<file path="src/rtl/dma_chan_pkg.sv">
package dma_chan_pkg;

  localparam int WORD_W  = 32;
  localparam int FIELD_W = 8;
  localparam int OP_LSB  = 16;
  localparam int ST_LSB  = 8;

  typedef enum logic [FIELD_W-1:0] {
    OP_STOP  = 8'd0,
    OP_START = 8'd1,
    OP_PAUSE = 8'd2,
    OP_CLEAR = 8'd9
  } op_code_e;

  typedef enum logic [FIELD_W-1:0] {
    SC_IDLE   = 8'd0,
    SC_READY  = 8'd1,
    SC_BUSY   = 8'd2,
    SC_PAUSED = 8'd3,
    SC_HALTED = 8'd4,
    SC_FAULT  = 8'd5,
    SC_CLEAR  = 8'd9
  } st_code_e;

  typedef enum logic [2:0] {
    F_IDLE,
    F_ACTIVE,
    F_DRAIN,
    F_PAUSED,
    F_HALTED,
    F_FAULT,
    F_CLEAR
  } fsm_e;

  typedef struct packed {
    logic stop;
    logic start;
    logic pause;
    logic clear;
  } op_req_t;

  function automatic logic [FIELD_W-1:0] state_code(input fsm_e s, input logic busy);
    case (s)
      F_IDLE:   state_code = SC_IDLE;
      F_ACTIVE,
      F_DRAIN:  state_code = busy ? SC_BUSY : SC_READY;
      F_PAUSED: state_code = SC_PAUSED;
      F_HALTED: state_code = SC_HALTED;
      F_FAULT:  state_code = SC_FAULT;
      default:  state_code = SC_CLEAR;
    endcase
  endfunction

endpackage

</file>
<file path="src/rtl/dma_op_decode.sv">
module dma_op_decode
  import dma_chan_pkg::*;
(
  input  logic                clk,
  input  logic                rst,
  input  logic                wr_en,
  input  logic [WORD_W-1:0]   wr_data,
  output op_req_t             req,
  output logic [FIELD_W-1:0]  op_field
);

  logic [FIELD_W-1:0] op_byte;
  assign op_byte = wr_data[OP_LSB +: FIELD_W];

  // Unknown codes produce no request at all.
  always_comb begin
    req = '0;
    if (wr_en) begin
      case (op_byte)
        OP_STOP:  req.stop  = 1'b1;
        OP_START: req.start = 1'b1;
        OP_PAUSE: req.pause = 1'b1;
        OP_CLEAR: req.clear = 1'b1;
        default:  req = '0;
      endcase
    end
  end

  // The command field keeps whatever byte was last written.
  always_ff @(posedge clk) begin
    if (rst)        op_field <= '0;
    else if (wr_en) op_field <= op_byte;
  end

  logic unused_bits;
  assign unused_bits = ^{wr_data[WORD_W-1:OP_LSB+FIELD_W], wr_data[OP_LSB-1:0]};

endmodule

</file>
<file path="src/rtl/dma_quiesce_timer.sv">
module dma_quiesce_timer #(
  parameter int unsigned CYCLES = 16
) (
  input  logic clk,
  input  logic rst,
  input  logic load,
  input  logic advance,
  output logic expired
);

  localparam int CNT_W = (CYCLES > 1) ? $clog2(CYCLES) : 1;
  localparam logic [CNT_W-1:0] RELOAD = CNT_W'(CYCLES - 1);

  logic [CNT_W-1:0] cnt;

  always_ff @(posedge clk) begin
    if (rst)                        cnt <= '0;
    else if (load)                  cnt <= RELOAD;
    else if (advance && cnt != '0)  cnt <= cnt - 1'b1;
  end

  assign expired = (cnt == '0);

endmodule

</file>
<file path="src/rtl/dma_chan_fsm.sv">
module dma_chan_fsm
  import dma_chan_pkg::*;
(
  input  logic    clk,
  input  logic    rst,
  input  op_req_t req,
  input  logic    work_pending,
  input  logic    fault_in,
  input  logic    mgr_halt,
  input  logic    expired,
  output fsm_e    state,
  output logic    tmr_load,
  output logic    tmr_adv
);

  fsm_e nxt;

  always_comb begin
    nxt = state;
    case (state)
      F_IDLE: begin
        if (req.clear)      nxt = F_CLEAR;
        else if (req.start) nxt = F_ACTIVE;
      end
      F_ACTIVE: begin
        if (req.clear)      nxt = F_CLEAR;
        else if (fault_in)  nxt = F_FAULT;
        else if (mgr_halt)  nxt = F_HALTED;
        else if (req.pause) nxt = F_DRAIN;
        else if (req.stop)  nxt = F_IDLE;
      end
      F_DRAIN: begin
        if (req.clear)                     nxt = F_CLEAR;
        else if (fault_in)                 nxt = F_FAULT;
        else if (mgr_halt)                 nxt = F_HALTED;
        else if (expired && !work_pending) nxt = F_PAUSED;
      end
      F_PAUSED: begin
        if (req.clear)      nxt = F_CLEAR;
        else if (fault_in)  nxt = F_FAULT;
        else if (mgr_halt)  nxt = F_HALTED;
        else if (req.start) nxt = F_ACTIVE;
        else if (req.stop)  nxt = F_IDLE;
      end
      F_HALTED: begin
        if (req.clear)      nxt = F_CLEAR;
        else if (req.stop)  nxt = F_IDLE;
      end
      F_FAULT: begin
        if (req.clear)      nxt = F_CLEAR;
      end
      default: begin
        if (expired)        nxt = F_IDLE;
      end
    endcase
  end

  assign tmr_load = (nxt == F_CLEAR && state != F_CLEAR) ||
                    (nxt == F_DRAIN && state != F_DRAIN);
  assign tmr_adv  = (state == F_CLEAR) || (state == F_DRAIN && !work_pending);

  always_ff @(posedge clk) begin
    if (rst) state <= F_IDLE;
    else     state <= nxt;
  end

endmodule

</file>
<file path="src/rtl/dma_chan_ctl.sv">
module dma_chan_ctl
  import dma_chan_pkg::*;
#(
  parameter int unsigned QUIESCE_CYCLES = 16
) (
  input  logic              clk,
  input  logic              rst,
  input  logic              wr_en,
  input  logic [31:0]       wr_data,
  input  logic              work_pending,
  input  logic              fault_in,
  input  logic              mgr_halt,
  output logic [31:0]       rd_data,
  output logic              fetch_en
);

  op_req_t            req;
  logic [FIELD_W-1:0] op_field;
  fsm_e               state;
  logic               tmr_load, tmr_adv, expired;

  dma_op_decode u_decode (
    .clk      (clk),
    .rst      (rst),
    .wr_en    (wr_en),
    .wr_data  (wr_data),
    .req      (req),
    .op_field (op_field)
  );

  dma_quiesce_timer #(.CYCLES(QUIESCE_CYCLES)) u_timer (
    .clk     (clk),
    .rst     (rst),
    .load    (tmr_load),
    .advance (tmr_adv),
    .expired (expired)
  );

  dma_chan_fsm u_fsm (
    .clk          (clk),
    .rst          (rst),
    .req          (req),
    .work_pending (work_pending),
    .fault_in     (fault_in),
    .mgr_halt     (mgr_halt),
    .expired      (expired),
    .state        (state),
    .tmr_load     (tmr_load),
    .tmr_adv      (tmr_adv)
  );

  logic [WORD_W-1:0] word_nxt;

  always_comb begin
    word_nxt = '0;
    word_nxt[OP_LSB +: FIELD_W] = op_field;
    word_nxt[ST_LSB +: FIELD_W] = state_code(state, work_pending);
  end

  always_ff @(posedge clk) begin
    if (rst) begin
      rd_data  <= '0;
      fetch_en <= 1'b0;
    end else begin
      rd_data  <= word_nxt;
      fetch_en <= (state == F_ACTIVE);
    end
  end

endmodule

</file>
<file path="config.mk">
export PLATFORM = sky130hd
export DESIGN_NAME = dma_chan_ctl
export DESIGN_NICKNAME = d
export VERILOG_FILES = /design/src/rtl/dma_chan_pkg.sv /design/src/rtl/dma_op_decode.sv /design/src/rtl/dma_quiesce_timer.sv /design/src/rtl/dma_chan_fsm.sv /design/src/rtl/dma_chan_ctl.sv
export SDC_FILE = /design/constraint.sdc
export NUM_CORES = 1
export LEC_CHECK = 0
export ABC_AREA = 1
export CAP_MARGIN = 20
export CORE_ASPECT_RATIO = 1.1
export CORE_UTILIZATION = 61
export CTS_CLUSTER_SIZE = 30
export DETAILED_ROUTE_END_ITERATION = 16
export DONT_BUFFER_PORTS = 1
export PLACE_DENSITY = 0.84
export SLEW_MARGIN = 30
export SYNTH_ARGS = -nofsm -noshare
export SYNTH_HDL_FRONTEND = slang
export SYNTH_SLANG_ARGS = --single-unit
</file>
<file path="constraint.sdc">
create_clock -name clk -period 2 [get_ports clk]
set_clock_uncertainty 0.1 [all_clocks]
set_input_delay 0.4 -clock clk [delete_from_list [all_inputs] [get_ports clk]]
set_output_delay 0.4 -clock clk [all_outputs]
set_load 0.02 [all_outputs]
</file>
## Word level (Yosys, flattened, before mapping)

Index checks and enable logic that the tools add are counted.

- Word-level logic and storage cells: 62
- Memory bits (read-only): 0
- Bits of input ports: 38
- Output and inout port bits: 33
- Memories: 0
- Register bits after elaboration: 48
- Memory bits (writable): 0
- Latch bits: 0

- Shift operators: 0
- Reduce and logical (&&, ||, !) cells: 14
- $mul: 0
- Equality and inequality tests: 13
- Muxes and demuxes: 28
- $lt $le $gt $ge: 0
- Div/mod/pow operators: 0
- Bitwise gates (word level): 0
- Add/sub/neg operators: 1

Operators by type and width:

| cell | count |
|---|---|
| $mux 3 | 18 |
| $pmux 4 s5 | 1 |
| $pmux 3 s6 | 1 |
| $eq 3x3->1 const B | 4 |
| $mux 4 | 3 |
| $eq 3x2->1 const B | 3 |
| $eq 8x1->1 const B | 1 |
| $eq 8x2->1 const B | 1 |
| $eq 8x4->1 const B | 1 |
| $logic_not 8->1 | 1 |
| $logic_and 1x1->1 | 5 |
| $logic_not 4->1 | 1 |
| $mux 1 | 4 |
| $reduce_bool 4->1 | 1 |
| $sub 4x1->4 const B | 1 |
| $eq 3x1->1 const B | 1 |
| $logic_not 3->1 | 1 |
| $ne 3x2->1 const B | 1 |
| $ne 3x3->1 const B | 1 |
| $logic_or 1x1->1 | 2 |
| $mux 2 | 1 |
| $reduce_bool 2->1 | 1 |
| $reduce_or 2->1 | 1 |
| $logic_not 1->1 | 1 |

## Logic depth before layout (Yosys ltp)

Gate-level depths: netlist of run 1.

- Depth in word-level cells: 13
- Gate-level depth with buffers: 12
- Mapped depth without buffers: 12

## Cells and area by module

A second synthesis of run 1 with hierarchy kept.

- Cell total of the unflattened synthesis: 226
- Area total of the unflattened synthesis: 1550.2 um^2

By module, submodules not included:

| module | sequential area each (um^2) | area an instance (um^2) | cells an instance | instances |
|---|---|---|---|---|
| dma_chan_ctl | 260.2 | 551.8 | 67 | 1 |
| dma_chan_fsm | 60.1 | 385.4 | 73 | 1 |
| dma_op_decode | 160.2 | 352.8 | 50 | 1 |
| dma_quiesce_timer | 80.1 | 260.2 | 36 | 1 |

## Worst setup path before layout of run 1

No wires, ideal clock.

- Path type: input port to flip-flop
- Start: in wr_data[20]
- End: reg u_timer.cnt[0]
- Data required time: 1.829 ns
- Slack: 0.455 ns
- Stages on the path: 11
- Data arrival time: 1.374 ns
- Library setup time: 0.071 ns
- Path through: nor2_2 > nand3_4 > o21bai_2 > nand2_1 > nand2_1 > nand2_1 > nand2_1 > nand3_2 > a21oi_4 > nand3_2 > a21oi_1

- Word-level cells in the longest chain between the ends: 13
- Elaborated cells between the ends (all ways): 31

Ends and longest elaborated chain:

| what | line | source |
|---|---|---|
| start: declaration | dma_chan_ctl.sv:9 | `input logic [31:0] wr_data,` |
| $logic_not 8->1 | dma_op_decode.sv:19 | `case (op_byte)` |
| $mux 1 | dma_op_decode.sv:19 |  |
| $mux 4 * | dma_op_decode.sv:18 | `if (wr_en) begin` |
| $mux 3 | dma_chan_fsm.sv:30, dma_chan_fsm.sv:43, dma_chan_fsm.sv:47 |  |
| $mux 3 (on tied branches) | dma_chan_fsm.sv:42, dma_chan_fsm.sv:29 |  |
| $mux 3 (on tied branches) | dma_chan_fsm.sv:41, dma_chan_fsm.sv:28 |  |
| $mux 3 (on tied branches) | dma_chan_fsm.sv:40, dma_chan_fsm.sv:27 |  |
| $mux 3 (on tied branches) | dma_chan_fsm.sv:39, dma_chan_fsm.sv:26 |  |
| $pmux 3 s6 * | dma_chan_fsm.sv:20 | `case (state)` |
| $eq 3x3->1 or $eq 3x2->1 (tied branches) | dma_chan_fsm.sv:58, dma_chan_fsm.sv:59 |  |
| $logic_and 1x1->1 (on tied branches) | dma_chan_fsm.sv:58, dma_chan_fsm.sv:59 |  |
| $logic_or 1x1->1 * | dma_chan_fsm.sv:58 | `assign tmr_load = (nxt == F_CLEAR && state != F_CLEAR) \|\|` |
| $mux 4 or $reduce_bool 2->1 (tied branches) | n/a |  |
| end signal: assignment | dma_quiesce_timer.sv:19 | `else if (advance && cnt != '0) cnt <= cnt - 1'b1;` |
| end: declaration | dma_quiesce_timer.sv:14 | `logic [CNT_W-1:0] cnt;` |

Every way passes the cells marked *; elsewhere a longest branch is shown, timed or not.
A chain may end at the register's enable or synchronous reset.

## Worst setup path after layout of run 1

- Start: reg u_fsm.state[1]
- End: reg u_timer.cnt[3]

- Word-level cells in the longest chain between the ends: 10
- Elaborated cells between the ends (all ways): 38

Ends and longest elaborated chain:

| what | line | source |
|---|---|---|
| start: declaration | dma_chan_fsm.sv:11 | `output fsm_e state,` |
| start signal: assignment | dma_chan_fsm.sv:64 | `else state <= nxt;` |
| $mux 3 | dma_chan_fsm.sv:30, dma_chan_fsm.sv:43, dma_chan_fsm.sv:47 |  |
| $mux 3 (on tied branches) | dma_chan_fsm.sv:42, dma_chan_fsm.sv:29 |  |
| $mux 3 (on tied branches) | dma_chan_fsm.sv:41, dma_chan_fsm.sv:28 |  |
| $mux 3 (on tied branches) | dma_chan_fsm.sv:40, dma_chan_fsm.sv:27 |  |
| $mux 3 (on tied branches) | dma_chan_fsm.sv:39, dma_chan_fsm.sv:26 |  |
| $pmux 3 s6 | dma_chan_fsm.sv:20 |  |
| $eq 3x3->1 or $eq 3x2->1 (tied branches) | dma_chan_fsm.sv:58, dma_chan_fsm.sv:59 |  |
| $logic_and 1x1->1 (on tied branches) | dma_chan_fsm.sv:58, dma_chan_fsm.sv:59 |  |
| $logic_or 1x1->1 | dma_chan_fsm.sv:58 |  |
| $mux 4 or $reduce_bool 2->1 (tied branches) | n/a |  |

Parallel ways exist; a longest one is shown, timed or not.

==> run_results.csv, run 1 <==
group,metric,value,unit
outcome,outcome,"completed",
cells_and_area,fillers,198,
die,die_h,53.0,um
setup_path,worst_path_max_delay_cell,"dfxtp_1",
die,ios,71,
drt,vias,1147,
synth,synth_top_family_by_area,"simple AND/OR/NAND/NOR gates",
grt,overflow,0,
pwr,ir_worst_vdd,0.388,mV
setup_path,path_common_cell,"nand2_1",
synth,synth_mux_area_share,0,%
pwr,switching_share,24.8,%
synth,yosys.area_share.simple,25.0,%
drt,wl_per_cell,11.5,um
pwr,p_clk_share,34.2,%
synth,avgSynthCellArea,7.44,um2
grt,antenna_found_initial,0,
timing,rsz0062_at_grt,"false",
setup_path,crit_family,"simple AND/OR/NAND/NOR gates",
placement,place_ws,0.239,ns
pwr,seqPwrFrac,55.9,%
timing,fin_crit_sh,88.6,%
pwr,powerDensity,746,mW/mm2
timing,slew_viol_final,0,
job,timing.max_cap.violations,0,
setup_path,end_kind,"flop",
pwr,p_int,0.808,mW
pwr,leakage,0.642,nW
synth,synth_xor_area_share,1.21,%
drt,drt-initial-drc-count,31,
placement,dp_hpwl,1980,um
synth,ys_seq_elements,28,
placement,routabilityCongestion,0.840,
setup_path,path_max_fanout,8,
die,rows,18,
placement,io_buffers,0,
timing,layout_min_cycle_time,1.77,ns
timing,worst_slack,0.228,ns
clocking,clock-root-buffer,"clkbuf_4",
setup_path,max_stage_delay,0.50,ns
cells_and_area,nNetsFinal,233,
timing,hold_viol,0,
cells_and_area,multi_input_area,667,um2
grt,track_usage,20.7,%
drt,antenna_left,0,
drt,first_pass_iters,4,
clocking,clock_sinks,28,
cells_and_area,drive_gt1_share,11.9,%
clocking,numCtsBuffers,3,
die,dieArea,0.00256,mm2
die,placeableCoreArea,0.00223,mm2
synth,synth_fa_ha_area_share,0.867,%
timing,timing.fmax,564,MHz
clocking,clk_latency,0.32,ns
setup_path,worstPathCellList,"inv_2 -> nand2_1 -> nor2_1 -> o21ai_0 -> nand4_1 -> o21ai_1 -> nand2_1 -> nand2_1 -> nand3_2 -> a21oi_1",
drt,drc_errors,0,
die,die_w,48.4,um
setup_path,critPathKind,"flop to flop",
setup_path,critPathRequiredTime,2.17,ns
clocking,clockBufferDepth,2,
clocking,clk_pin_slew,0.15,ns
pwr,power.switching,0.266,mW
timing,final.setup.tns,0,ns
clocking,cts_tree,"done",
synth,synth_cell_types,31,
synth,yosysWarnings,0,
setup_path,startpoint_type,"flop",
cells_and_area,seqCellArea,561,um2
synth,syn_area,0.00144,mm2
pwr,p_comb_share,9.9,%
setup_path,critPathArrivalTime,1.94,ns
timing,setup_viol,0,
setup_path,crit_buf_inv,1,
drt,detail_route.wirelength,2580,um
synth,synth_compound_gate_area_share,14.0,%
cells_and_area,antenna_cells,0,
clocking,cts_setup_buffers,0,
clocking,h-tree-depth,1,
hold_path,min_path_type,"primary input to flop",
synth,syn_inst,194,
grt,grt_max_degree,25,
cells_and_area,syn_to_final_growth,-0.174,%
grt,grt_pass1_wl,4060,um
drt,vias_per_cell,5.14,
grt,grt_pass1_vias,1048,
synth,ys_seq_area_share,38.9,%
die,start_util,64.7,%
cell usage in the layout, fill, tap and decap left out:
master / n
a21boi_1: 1
a311oi_1: 1
dlygate4sd3_1: 1
nor3_1: 4
xor2_1: 2
nand3b_1: 1
a2111oi_0: 1
nor2_1: 23
a211oi_1: 2
conb_1: 20
o21ai_1: 4
clkbuf_4: 3
a21oi_1: 13
a21oi_4: 1
bufinv_16: 1
o21ai_0: 8
nand3_1: 5
nor2_4: 2
dfxtp_1: 28
o21bai_2: 1
a21oi_2: 1
nor2_2: 4
nand3_4: 1
and2_1: 1
nor3_2: 1
nand2_1: 27
nand3_2: 2
ha_1: 1
inv_1: 24
inv_2: 6
nand4_1: 3
layout make-up:
| type | count | area share [%] |
|---|---|---|
| well taps | 30 | 2.61 |
| clock inverters | 1 | 2.09 |
| flip-flops and latches | 28 | 38.9 |
| repair buffers | 1 | 0.695 |
| clock buffers | 3 | 1.56 |
| inverters | 30 | 7.82 |
| multi-input cells | 130 | 46.3 |
cell usage after synthesis (all sizes together):
cell,count,area share [%]
a2111oi,1,0.61
a211oi,2,1.0
a21boi,1,0.52
a21oi,15,6.2
a311oi,1,0.61
and2,1,0.43
buf,22,11
clkbuf,3,0.78
conb,1,0.26
dfxtp,28,39
ha,1,0.87
inv,30,7.8
nand2,27,7.0
nand3,8,4.3
nand3b,1,0.52
nand4,3,1.3
nor2,29,9.3
nor3,5,2.1
o21ai,12,4.2
o21bai,1,0.78
xor2,2,1.2
per-stage QoR:
step                instance area [um2]  util [%]  instances  power (mW)  hold WS (ns)
finish                             1440      64.6        223        1.07        0.0216
global route                       1440      64.6        223        1.11       0.00267
CTS                                1430      64.1        222        1.07        0.0142
detailed placement                 1380      61.8        218       0.714         0.318
global placement                   1380      61.8        218       0.710         0.314
floorplan                          1510         -        213       0.738         0.303
sequential cells by signal, indices dropped and copies added (netlist names):
name	flops
u_decode.op_field	8
rd_data	12
u_fsm.state	3
u_timer.cnt	4
fetch_en	1
worst paths after layout:
path | start | endpoint | slack (ns) | depth (start not counted)
setup / recovery | u_fsm.state[1] | u_timer.cnt[3] | 0.23 | 10
hold / removal | rst | u_timer.cnt[0] | 0.02 | 1
hold reg to reg | u_decode.op_field[3] | rd_data[19] | 0.33 | 2
setup reg to reg | u_fsm.state[1] | u_timer.cnt[3] | 0.23 | 10
kinds of logic (layout without fill, tap and decap cells):
kind of cell | Yosys count | after routing
DFF | 28 | 28
other | 1 | 20
adders and majority gates | 1 | 1
and+or+nand+nor | 74 | 74
xor gates and xnor gates | 2 | 2
AOI/OAI and AO/OA | 33 | 33
buffers and inverters | 55 | 35
worst register-to-register path: stages, from the launching register on:
cell and delay, ns:
dfxtp_1 0.50, inv_2 0.10, nand2_1 0.10, nor2_1 0.05
o21ai_0 0.09, nand4_1 0.17, o21ai_1 0.15, nand2_1 0.08
nand2_1 0.10, nand3_2 0.12, a21oi_1 0.15
metal layers:
| layer | up-vias | global-route usage, % | wire (um) |
|---|---|---|---|
| met5 | - | 0 | 0 |
| met4 | 0 | 11.8 | 76 |
| met3 | 8 | 4.02 | 161 |
| met2 | 49 | 41.5 | 1280 |
| met1 | 518 | 20.1 | 1060 |
| li1 | 572 | - | - |
power groups by stage:
stage / clock [mW] / sequential, mW / combinational, mW
floorplan: 0 / 0.611 / 0.127
global placement: 0 / 0.612 / 0.0984
detailed placement: 0 / 0.613 / 0.102
CTS: 0.372 / 0.600 / 0.102
global route: 0.392 / 0.602 / 0.121
finish: 0.367 / 0.600 / 0.107
timing repair:
item | CTS | global route
hold endpoints to repair | 0 | 5
gates resized for setup | 0 | 0
setup endpoints to repair | 0 | 0
hold buffers | 0 | 1
Power figures use the tool's default switching activity.
==> inputs of run 2 (changes only) <==
Settings changed: CORE_ASPECT_RATIO 1.1 to 0.9, PLACE_DENSITY 0.84 to unset, PLACE_DENSITY_LB_ADDON set to 0.2.
==> run 2 against run 1 <==
Total power down 9.1%. Sequential power barely moved. Highest routed layer unchanged. Clock-buffer cell count increased by 1. Die area barely moved. Sequential share of layout area increased by 0.55 points. Global-route usage up 0.12 points. Utilization fell by 0.10 points.
==> run_results.csv, run 2 (same netlist as run 1, synthesis figures left out) <==
group,metric,value,unit
clocking,post_cts_resized,0,
cells_and_area,multi_input_area,667,um2
timing,rsz0062_at_grt,"false",
clocking,clock_sinks,28,
setup_path,critPathRequiredTime,2.16,ns
setup_path,end_kind,"flop",
cells_and_area,antenna_cells,0,
drt,vias_per_cell,5.01,
die,rows,16,
cells_and_area,nNetsFinal,233,
setup_path,startpoint_type,"flop",
placement,place_ws,0.283,ns
die,dieArea,0.00256,mm2
grt,grt_pass1_vias,891,
cells_and_area,fillers,205,
setup_path,path_max_fanout,4,
drt,drc_errors,0,
timing,setup_viol,0,
cells_and_area,syn_to_final_growth,-1.56,%
clocking,numCtsBuffers,3,
timing,worst_slack,0.307,ns
cells_and_area,layout_common_cells,"dfxtp_1, nand2_1, inv_1",
setup_path,critPathKind,"flop to flop",
clocking,clk_latency,0.33,ns
cells_and_area,largest-register,"rd_data",
outcome,outcome,"completed",
placement,routabilityCongestion,0.861,
cells_and_area,reg.largest.list,"rd_data (12), u_decode.op_field (8), u_timer.cnt (4)",
pwr,power,0.977,mW
timing,hold_viol,0,
pwr,leakage,0.635,nW
drt,antenna_left,0,
timing,max-slew-margin-rel,64.3,%
clocking,clockBufferDepth,2,
cells_and_area,drive_gt1_share,11.9,%
die,die_h,48.1,um
placement,dp_hpwl,1830,um
placement,io_buffers,0,
drt,first_pass_iters,4,
placement,place_inst,215,
grt,grt_max_degree,25,
timing,layout_min_cycle_time,1.69,ns
pwr,ir_worst_vdd,0.444,mV
hold_path,min_path_type,"primary input to flop",
setup_path,critPathArrivalTime,1.86,ns
die,start_util,65.5,%
die,die_w,53.3,um
pwr,powerDensity,688,mW/mm2
grt,overflow,0,
cells_and_area,seqCellArea,561,um2
cells_and_area,final_common_cell,"dfxtp_1",
timing,slew_viol_final,0,
drt,drt-initial-drc-count,20,
drt,wl_per_cell,10.7,um
timing,worst_pin_slew,0.534,ns
timing,timing.fmax,591,MHz
grt,grt_pass1_wl,3820,um
die,placeableCoreArea,0.00220,mm2
grt,track_usage,20.8,%
drt,detail_route.wirelength,2350,um
clocking,clk_pin_slew,0.14,ns
cells_and_area,final_cells,220,
die,ios,71,
job,timing.max_cap.violations,0,
clocking,clock-root-buffer,"clkbuf_4",
drt,vias,1102,
timing,final.setup.tns,0,ns
timing,fin_crit_sh,84.6,%
clocking,h-tree-depth,1,
clocking,cts_tree,"done",
grt,antenna_found_initial,0,
timing,holdWs,0.0196,ns
cells_and_area,largest_reg_flops,12,
## run 2: power by group
part	internal, mW	switching [mW]	leakage, nW
combinational	0.0249	0.0832	0.385
sequential	0.580	0.0197	0.229
clock	0.112	0.157	0.0210
## run 2: repair_timing
action                                 4_1_cts  5_1_grt
hold buffers                                 0        1
endpoints found under the hold margin        0       14
buffers inserted                             0        0
## run 2: cell type report
cell class	instances	share of cell area (%)
inverters	30	7.93
well taps	27	2.38
repair buffers	1	0.705
multi-input cells	130	47.0
flip-flops and latches	28	39.5
clock buffers	4	2.56
## run 2: stage by stage
step / area (um2) / utilization (%)
after floorplan: 1510 / -
after global placement: 1370 / 62.4
final: 1420 / 64.5
after global routing: 1420 / 64.5
after CTS: 1410 / 64.0
after detailed placement: 1370 / 62.4
## run 2: routing by layer
metal	vias to the layer above	part of all wire [%]	global-route usage, %
met4	0	1.4	7.89
met2	45	44	31.8
met3	4	6.0	4.67
met1	480	48	28.9
met5	-	0	0
li1	573	-	-
## run 2: path summary, 6_finish.rpt
check	from	to	slack [ns]	cells past startpoint
setup / recovery	u_timer.cnt[0]	u_timer.cnt[1]	0.31	11
hold / removal	rst	u_fsm.state[1]	0.02	1
setup reg to reg	u_timer.cnt[0]	u_timer.cnt[1]	0.31	11
hold reg to reg	u_decode.op_field[3]	rd_data[19]	0.34	2
## run 2: critical path, stage by stage, from the launching register on
cell     delay [ns]
dfxtp_1        0.38
inv_1          0.08
ha_1           0.21
nand2_1        0.09
nor2_1         0.07
nand4_1        0.09
nand2_1        0.06
nand2_1        0.07
nand3_2        0.09
a21oi_4        0.14
nand3_2        0.11
a21oi_1        0.14
==> inputs of run 3 (changes only) <==
Settings changed: CORE_UTILIZATION 61 to 55.
Clock period 2 ns to 1.45 ns, I/O delays scaled along.
==> run 3 against run 2 <==
The run now ends with negative hold slack, negative setup slack left. Via count up 19%. Critical path depth down 1. Die area up 10%. Combinational power up 84%. Global-route usage up 3.5 points. Non-clock buffer count up 38. Setup slack worse by 0.51 ns. Sequential power up 38%. First-iteration DRC count up 15%.
==> run_results.csv, run 3 (same netlist as run 1, synthesis figures left out) <==
group,metric,value,unit
drt,vias,1314,
die,rows,17,
setup_path,critPathArrivalTime,1.82,ns
cells_and_area,reg.largest.list,"rd_data (12), u_decode.op_field (8), u_timer.cnt (4)",
drt,antenna_left,0,
clocking,ctsHoldBuffers,11,
clocking,clockBufferDepth,2,
timing,hold_viol,12,
grt,overflow,0,
setup_path,critPathKind,"flop to flop",
drt,wl_per_cell,12.6,um
cells_and_area,postLayoutCoreUtil,76.1,%
pwr,powerDensity,817,mW/mm2
die,dieArea,0.00283,mm2
grt,antenna_found_initial,0,
cells_and_area,largest-register,"rd_data",
clocking,clock_sinks,28,
placement,routabilityCongestion,0.915,
clocking,clock-root-buffer,"clkbuf_4",
timing,setup_viol,6,
outcome,violations,"negative hold slack, negative setup slack",
timing,layout_min_cycle_time,1.66,ns
timing,rsz0062_at_grt,"true",
placement,dp_hpwl,2060,um
timing,timing.fmax,604,MHz
timing,holdWs,-0.104,ns
pwr,power,1.53,mW
die,die_h,50.6,um
cells_and_area,drive_gt1_share,32.5,%
timing,slew_viol_final,0,
die,start_util,58.5,%
clocking,cts_tree,"done",
cells_and_area,final_common_cell,"buf_4",
setup_path,critPathRequiredTime,1.62,ns
die,die_w,56.0,um
timing,worst_slack,-0.206,ns
clocking,clk_pin_slew,0.14,ns
drt,drt-initial-drc-count,23,
grt,grt_pass1_wl,5350,um
die,ios,71,
clocking,clk_latency,0.32,ns
drt,vias_per_cell,5.07,
drt,first_pass_iters,6,
grt,grt_max_degree,25,
setup_path,end_kind,"flop",
hold_path,min_path_type,"primary input to flop",
clocking,numCtsBuffers,3,
outcome,outcome,"finished, violations left",
cells_and_area,syn_to_final_growth,30.1,%
setup_path,startpoint_type,"flop",
placement,place_inst,236,
cells_and_area,layout_common_cells,"buf_4, nand2_1, dfxtp_1",
cells_and_area,largest_reg_flops,12,
pwr,ir_worst_vdd,0.965,mV
die,placeableCoreArea,0.00247,mm2
timing,final.setup.tns,-0.926,ns
placement,io_buffers,0,
drt,detail_route.wirelength,3270,um
timing,fin_crit_sh,114,%
job,timing.max_cap.violations,0,
cells_and_area,final_cells,259,
grt,grt_pass1_vias,1174,
clocking,h-tree-depth,1,
grt,track_usage,24.4,%
pwr,leakage,0.854,nW
cells_and_area,antenna_cells,0,
cells_and_area,nNetsFinal,271,
setup_path,path_max_fanout,3,
drt,drc_errors,0,
==> run 3: changes by cell type in the layout (fill, tap and decap cells not counted), moves of 4 or more <==
cell	before	now
buf_4	0	24
dlygate4sd3_1	1	11
a21oi_1	13	8
dfxtp_1	28	23
a21oi_2	1	5
buf_6	0	4
inv_1	24	20
nand2_1	27	23
==> run 3: cell type report <==
class | instances | area, um2
Multi-Input combinational cell | 130 | 762
Fill cell | 175 | 591
Inverter | 30 | 120
Clock buffer | 3 | 22.5
Timing Repair Buffer | 39 | 335
Clock inverter | 1 | 30.0
Sequential cell | 28 | 572
Tap cell | 28 | 35.0
==> run 3: report_power, final <==
group          internal, mW  switching, mW
Clock                 0.280          0.228
Combinational        0.0725          0.126
Sequential            0.798         0.0288
Total                  1.15          0.383
==> run 3: per-layer routing <==
layer | vias up | track usage [%] | part of all wire [%]
met4 | 0 | 9.76 | 1.8
li1 | 650 | - | -
met5 | - | 0 | 0
met1 | 611 | 32.2 | 47
met2 | 47 | 40.7 | 47
met3 | 6 | 2.84 | 4.4
==> run 3: final timing paths <==
| check | cells past startpoint | slack (ns) | to | from |
|---|---|---|---|---|
| max | 10 | -0.21 | u_fsm.state[0] | u_timer.cnt[0] |
| min | 1 | -0.10 | u_timer.cnt[0] | rst |
| max reg2reg | 10 | -0.21 | u_fsm.state[0] | u_timer.cnt[0] |
| min reg2reg | 2 | 0.37 | u_decode.op_field[1] | u_decode.op_field[1] |
==> run 3: timing repair <==
| action | in CTS | in global routing |
|---|---|---|
| buffers inserted | 4 | 5 |
| endpoints found under the setup margin | 6 | 7 |
| endpoints found under the hold margin | 23 | 12 |
| pin swaps | 13 | 13 |
| gates resized for setup | 28 | 11 |
==> run 3: critical path, cell delays in order (launching register included) <==
cell and delay [ns]:
dfxtp_2 0.37, inv_2 0.05, ha_4 0.16, nand2_4 0.06
nor2_4 0.04, buf_4 0.13, nor3_1 0.28, a21oi_4 0.07
buf_4 0.15, buf_6 0.10, nor2_1 0.10
==> run 3: per-stage QoR <==
step	cell area [um2]	setup slack, ns
2_1_floorplan	1520	0.00363
3_3_place_gp	1530	-0.148
3_5_place_dp	1530	-0.213
4_1_cts	1810	-0.160
5_1_grt	1880	-0.307
6_report	1880	-0.206
